===== src/rtl/sync_hunt_pkg.sv =====
// Shared constants for the sync hunt receiver.
// Assumes the sync window is 16 bits and four pattern lengths are offered.
package sync_hunt_pkg;
    localparam int SYNC_W = 16;
    localparam int N_LEN  = 4;

    // Pattern length chosen by mode code 0..3.
    function automatic int sync_len(input int code);
        case (code)
            0:       return 6;
            1:       return 8;
            2:       return 12;
            default: return 16;
        endcase
    endfunction
endpackage


===== src/rtl/sync_window.sv =====
// Sliding window of received bits plus a saturating count of bits since the
// last reset or restart. Newest bit enters at the MSB.
// Assumes bit_en is a single-cycle strobe per data bit.
module sync_window #(
    parameter int W     = 16,
    localparam int CW   = $clog2(W) + 1
) (
    input  logic          clk,
    input  logic          rst_n,
    input  logic          bit_en,
    input  logic          rx_bit,
    input  logic          restart,
    output logic [W-1:0]  win_next,
    output logic [CW-1:0] fill_next
);
    logic [W-1:0]  win_q;
    logic [CW-1:0] fill_q;

    // Next window contents with the incoming bit shifted in at the top.
    always_comb win_next = bit_en ? {rx_bit, win_q[W-1:1]} : win_q;

    // Next received-bit count, saturating at the window width.
    always_comb begin
        if (restart)
            fill_next = '0;
        else if (bit_en && (fill_q < CW'(W)))
            fill_next = fill_q + 1'b1;
        else
            fill_next = fill_q;
    end

    // Register the window and the count.
    always_ff @(posedge clk) begin
        if (!rst_n) begin
            win_q  <= '0;
            fill_q <= '0;
        end else begin
            win_q  <= win_next;
            fill_q <= fill_next;
        end
    end
endmodule


===== src/rtl/pattern_matcher.sv =====
// Compares the top N bits of the window with the top N bits of the
// left-justified sync pattern, for each supported N, then picks one by mode.
// Assumes the window and the count given are the values after this bit.
module pattern_matcher
    import sync_hunt_pkg::*;
#(
    parameter int W   = SYNC_W,
    localparam int CW = $clog2(W) + 1
) (
    input  logic [W-1:0]  win_next,
    input  logic [CW-1:0] fill_next,
    input  logic [W-1:0]  sync_pat,
    input  logic [1:0]    len_sel,
    output logic          hit
);
    logic [N_LEN-1:0] hit_v;

    // One masked comparator per pattern length.
    for (genvar k = 0; k < N_LEN; k++) begin : g_len
        localparam int            L    = sync_len(k);
        localparam logic [W-1:0]  MASK = ~({W{1'b1}} >> L);
        assign hit_v[k] = (((win_next ^ sync_pat) & MASK) == '0)
                          && (fill_next >= CW'(L));
    end

    // Select the comparator for the configured length.
    always_comb hit = hit_v[len_sel];
endmodule


===== src/rtl/frame_ctrl.sv =====
// Hunt/synced state, bit position within a character and byte output.
// Assumes hit and win_next describe the window including the current bit.
module frame_ctrl #(
    parameter int CHAR_W = 8,
    parameter int W      = 16,
    localparam int PW    = $clog2(CHAR_W)
) (
    input  logic              clk,
    input  logic              rst_n,
    input  logic              bit_en,
    input  logic              restart,
    input  logic              ext_mode,
    input  logic              ext_sync,
    input  logic              hit,
    input  logic [W-1:0]      win_next,
    output logic [CHAR_W-1:0] rx_byte,
    output logic              byte_valid,
    output logic              sync_found
);
    logic [PW-1:0] pos_q;

    // Framing state machine: hunt, align, then count bits per character.
    always_ff @(posedge clk) begin
        if (!rst_n) begin
            pos_q      <= '0;
            rx_byte    <= '0;
            byte_valid <= 1'b0;
            sync_found <= 1'b0;
        end else begin
            byte_valid <= 1'b0;
            if (restart) begin
                sync_found <= 1'b0;
                pos_q      <= '0;
            end else if (bit_en) begin
                if (!sync_found) begin
                    if (ext_mode ? ext_sync : hit) begin
                        sync_found <= 1'b1;
                        pos_q      <= ext_mode ? PW'(1) : '0;
                    end
                end else if (pos_q == PW'(CHAR_W - 1)) begin
                    byte_valid <= 1'b1;
                    rx_byte    <= win_next[W-1 -: CHAR_W];
                    pos_q      <= '0;
                end else begin
                    pos_q <= pos_q + 1'b1;
                end
            end
        end
    end
endmodule


===== src/rtl/sync_hunt_rx.sv =====
// Top of the sync hunt receiver: window, pattern comparators and framing.
// Assumes a shared bit clock marked by bit_en and LSB-first characters.
module sync_hunt_rx
    import sync_hunt_pkg::*;
#(
    parameter int CHAR_W = 8
) (
    input  logic              clk,
    input  logic              rst_n,
    input  logic              bit_en,
    input  logic              rx_bit,
    input  logic [2:0]        mode,
    input  logic [SYNC_W-1:0] sync_pat,
    input  logic              ext_sync,
    input  logic              hunt_restart,
    output logic [CHAR_W-1:0] rx_byte,
    output logic              byte_valid,
    output logic              sync_found
);
    localparam int CW = $clog2(SYNC_W) + 1;

    logic [SYNC_W-1:0] win_next;
    logic [CW-1:0]     fill_next;
    logic              hit;

    sync_window #(.W(SYNC_W)) u_win (
        .clk(clk), .rst_n(rst_n), .bit_en(bit_en), .rx_bit(rx_bit),
        .restart(hunt_restart), .win_next(win_next), .fill_next(fill_next)
    );

    pattern_matcher #(.W(SYNC_W)) u_match (
        .win_next(win_next), .fill_next(fill_next), .sync_pat(sync_pat),
        .len_sel(mode[1:0]), .hit(hit)
    );

    frame_ctrl #(.CHAR_W(CHAR_W), .W(SYNC_W)) u_frame (
        .clk(clk), .rst_n(rst_n), .bit_en(bit_en), .restart(hunt_restart),
        .ext_mode(mode[2]), .ext_sync(ext_sync), .hit(hit),
        .win_next(win_next), .rx_byte(rx_byte), .byte_valid(byte_valid),
        .sync_found(sync_found)
    );
endmodule


===== config.mk =====
export PLATFORM = sky130hd
export DESIGN_NAME = sync_hunt_rx
export DESIGN_NICKNAME = d
export VERILOG_FILES = /design/src/rtl/sync_hunt_pkg.sv /design/src/rtl/sync_window.sv /design/src/rtl/pattern_matcher.sv /design/src/rtl/frame_ctrl.sv /design/src/rtl/sync_hunt_rx.sv
export SDC_FILE = /design/constraint.sdc
export NUM_CORES = 1
export LEC_CHECK = 0
export ABC_AREA = 1
export CAP_MARGIN = 10
export CORE_AREA = 2 2 57 59
export CTS_CLUSTER_DIAMETER = 40
export CTS_CLUSTER_SIZE = 28
export DETAILED_ROUTE_END_ITERATION = 8
export DIE_AREA = 0 0 59 61
export DONT_BUFFER_PORTS = 1
export GPL_ROUTABILITY_DRIVEN = 0
export PLACE_DENSITY = 0.78
export RECOVER_POWER = 50
export SLEW_MARGIN = 10
export SYNTH_ARGS = -nofsm -noshare
export SYNTH_HDL_FRONTEND = slang
export SYNTH_SLANG_ARGS = --single-unit

===== constraint.sdc =====
create_clock -name clk -period 2.9 [get_ports clk]
set_input_delay 0.58 -clock clk [delete_from_list [all_inputs] [get_ports clk]]
set_output_delay 0.58 -clock clk [all_outputs]
set_load 0.05 [all_outputs]

==> impl_summary.log <==
[metrics] clock latency at the later pin of the worst-skew pair: roughly 0.33 ns
[metrics] Worst Reg-to-Reg Cells: 6
[metrics] number of max-capacitance violations reported: 0
[metrics] leakage power total: approximately 0.88 nW
[metrics] Setup Slack @ Placement: 0.982 ns
[metrics] adder-cell share of the synthesized area: a little over 2%
[metrics] DIE AREA: 3600 µm²
[metrics] clk buf depth: 2
[metrics] Die Y: 61 µm
[metrics] total clock sinks: 34
[metrics] number of setup violations in the final report: 0
[metrics] power per cell area: approximately 430 nW/µm²
[metrics] number of buffers inserted during clock tree synthesis: 5
[metrics] buffers added on ports: 0
[metrics] GRT Resource Usage Total: 20.2%
[metrics] remaining number of nets flagged by the antenna check after routing: 0
[metrics] grt ovf: 0
[metrics] fin crit share: 64.1%
[metrics] normalized max-slew margin: 43.6%
[metrics] Clk pin slew, worst setup/hold paths: 0.09 ns
[metrics] CP endpoint kind: flip-flop
[metrics] PnR worst setup slack: 1.04 ns
[metrics] violation count after the first detailed-route iteration: 78
[metrics] average via count per standard cell: 4.96
[metrics] worst-case clock skew: slightly above 0.006 ns
[metrics] Nets: 310
[metrics] synthesized instance count: 279
[metrics] H-tree depth reported by CTS: 2
[metrics] worst hold margin: 0.379 ns
[metrics] overall routed net length: 3300 µm
[metrics] number of cells on the worst hold path: 2
[metrics] average detailed-routed wire length per instance: 10.5 µm
[metrics] minimum clock period after layout: 1.86 ns
[metrics] Final Max Tran Viols: 0
[metrics] fin cells: 314
[metrics] Tightest Pin Transition: between 0.8 and 0.9 ns
[metrics] number of warnings issued by yosys: 0
[metrics] Post-Synth XOR/XNOR Area: less than 1%
[metrics] post-synthesis instance area: 1850 µm²
[metrics] Top Ports: 35
[metrics] highest achievable clock rate: between 500 and 600 MHz
[metrics] Critical Path Fanout Max: 16
[metrics] placement row count: 20
[metrics] first-pass iteration count of the detailed router: 4
[metrics] synth-to-layout area growth: 0.810%
[metrics] most common cell after layout, fill and taps aside: sky130_fd_sc_hd__nand2_1
[metrics] largest net degree at the start of global routing: 33
[metrics] flop and latch count out of synthesis: 34
[metrics] global-route wire length before repair: 5400 µm
[metrics] layout cell share with drive strength beyond 1: 9.96%
[metrics] initial cell density of the core: 62.8%
[metrics] outcome: finished clean
[metrics] chip width: between 50 and 60 µm
[metrics] number of unique standard cell types used by synthesis: 28
[metrics] detailed-route DRC error count: 0
[metrics] post-cts hold buffer count: 0
[metrics] setup repair after global routing missed its margin: false
[metrics] mux cell area share after synthesis: 0%
[metrics] Worst EP required: 3.16 ns
[metrics] Avg Synthesized Cell Area: 6.64 µm²
[metrics] worst-case vdd ir drop: 0.338 mV
[metrics] root buffer cell: sky130_fd_sc_hd__clkbuf_4
[metrics] compound-cell area share of the yosys netlist: 14.1%
[metrics] basic-gate share of the synthesized area counting and, or, nand and nor cells: 34.4%
[metrics] Core Region: around 3000 µm²
[metrics] number of gates resized after cts: 0
[metrics] total number of vias: 1559
[metrics] destination of the worst register-to-register timing path: u_frame.rx_byte[4]$_SDFFE_PN0P_
[metrics] main combinational cell family by area after synthesis: simple AND/OR/NAND/NOR gates
[metrics] top library cells by usage in the layout, fill and taps aside: sky130_fd_sc_hd__nand2_1 (90), sky130_fd_sc_hd__inv_1 (40), sky130_fd_sc_hd__dfxtp_1 (34)
[metrics] core occupancy in the finished layout: a little over three fifths
[metrics] total count of hold-check failures in the final report: 0
[metrics] critical path type: reg2reg
[metrics] setup fix buffers added after clock tree synthesis: 0
[metrics] antenna diode count: 0
[metrics] CTS tree: done
[metrics] placed cells: slightly above 300
[metrics] number of global-route vias before repair: 1305
[metrics] R2R Path Start: u_frame.pos_q[0]$_SDFFE_PP0P_
[metrics] startpoint of the worst hold path: rst_n
[metrics] Final TNS setup: 0 ns
[metrics] FF-to-FF setup slack: 1.04 ns
[metrics] Hold/Removal Path Class: in2reg
[metrics] initial antenna violation count: 0
[metrics] CP Launch Point: u_frame.pos_q[0]$_SDFFE_PP0P_
[metrics] HPWL after detailed placement: 2510 µm
[metrics] syn_nets: 307
[metrics] critical path data arrival time: about 2.1 ns
[metrics] worst min-delay path endpoint: u_frame.rx_byte[0]$_SDFFE_PN0P_
[metrics] sequential fraction of the synthesis area: between 30% and 40%
[metrics] startpoint type of the worst setup path: flip-flop
area by class of cell:
type	instances	area, µm²
multi-input combinational	195	918
inverter	44	165
sequential	34	681
timing repair buffer	2	11.3
clock buffer	6	51.3
fill	294	1080
tap	33	41.3
how the worst max path moves through the flow:
stage,end,depth (start not counted)
detailed placement,u_frame.pos_q[0]$_SDFFE_PP0P_,14
floorplan,u_frame.pos_q[0]$_SDFFE_PP0P_,13
global route,u_frame.rx_byte[2]$_SDFFE_PN0P_,6
CTS,u_frame.rx_byte[4]$_SDFFE_PN0P_,6
global placement,u_frame.pos_q[0]$_SDFFE_PP0P_,14
finish,u_frame.rx_byte[4]$_SDFFE_PN0P_,6
critical path: stages (launching register included):
cell                      delay, ns
sky130_fd_sc_hd__dfxtp_1       0.38
sky130_fd_sc_hd__ha_1          0.16
sky130_fd_sc_hd__ha_1          0.17
sky130_fd_sc_hd__inv_1         0.08
sky130_fd_sc_hd__nor3_2        0.66
sky130_fd_sc_hd__o21ai_0       0.17
sky130_fd_sc_hd__a31oi_1       0.17
state kept, by name, indices dropped and copies added (netlist names):
signal	count
u_win.win_q	16
u_frame.byte_valid	1
u_frame.rx_byte	8
u_frame.sync_found	1
u_win.fill_q	5
u_frame.pos_q	3
kinds of logic after synthesis:
logic type	Yosys count
flops	34
compound gates	45
xor+xnor	2
simple gates	145
buf+inv	50
fa+ha+maj	3
metal layers:
layer | part of all wire, % | global-route usage, % | vias to the layer above
met5 | 0 | 0 | -
li1 | - | - | 867
met4 | 2.0 | 9.42 | 0
met2 | 45 | 31.9 | 32
met3 | 7.0 | 8.53 | 6
met1 | 46 | 24.0 | 654
metrics by stage:
| stage | cell area [µm²] | total power, mW |
|---|---|---|
| floorplan | 1850 | 0.558 |
| global placement | 1860 | 0.559 |
| detailed placement | 1860 | 0.560 |
| CTS | 1910 | 0.813 |
| global route | 1870 | 0.836 |
| finish | 1870 | 0.797 |
cell usage after synthesis (all sizes together):
library cell   n  area share (%)
buf            5             2.7
nand3         19             6.2
ha             3             2.0
or2            1            0.34
xor2           1            0.47
a31oi          1            0.34
nor3           3             1.1
clkbuf         1            0.20
xnor2          1            0.47
nand2         98              22
o21ai         21             7.1
a21oi         21             5.9
dfxtp         34              37
inv           43             8.7
o21a           1            0.41
o21bai         1            0.41
nor2          24             5.1
clkinv         1            0.20
report_power, final:
| group | total, mW | switching, mW | internal [mW] |
|---|---|---|---|
| logic | 0.0686 | 0.0436 | 0.0250 |
| clock network | 0.253 | 0.144 | 0.109 |
| registers | 0.476 | 0.00350 | 0.472 |
| total | 0.797 | 0.191 | 0.606 |
(Power assumes the default switching activity.)
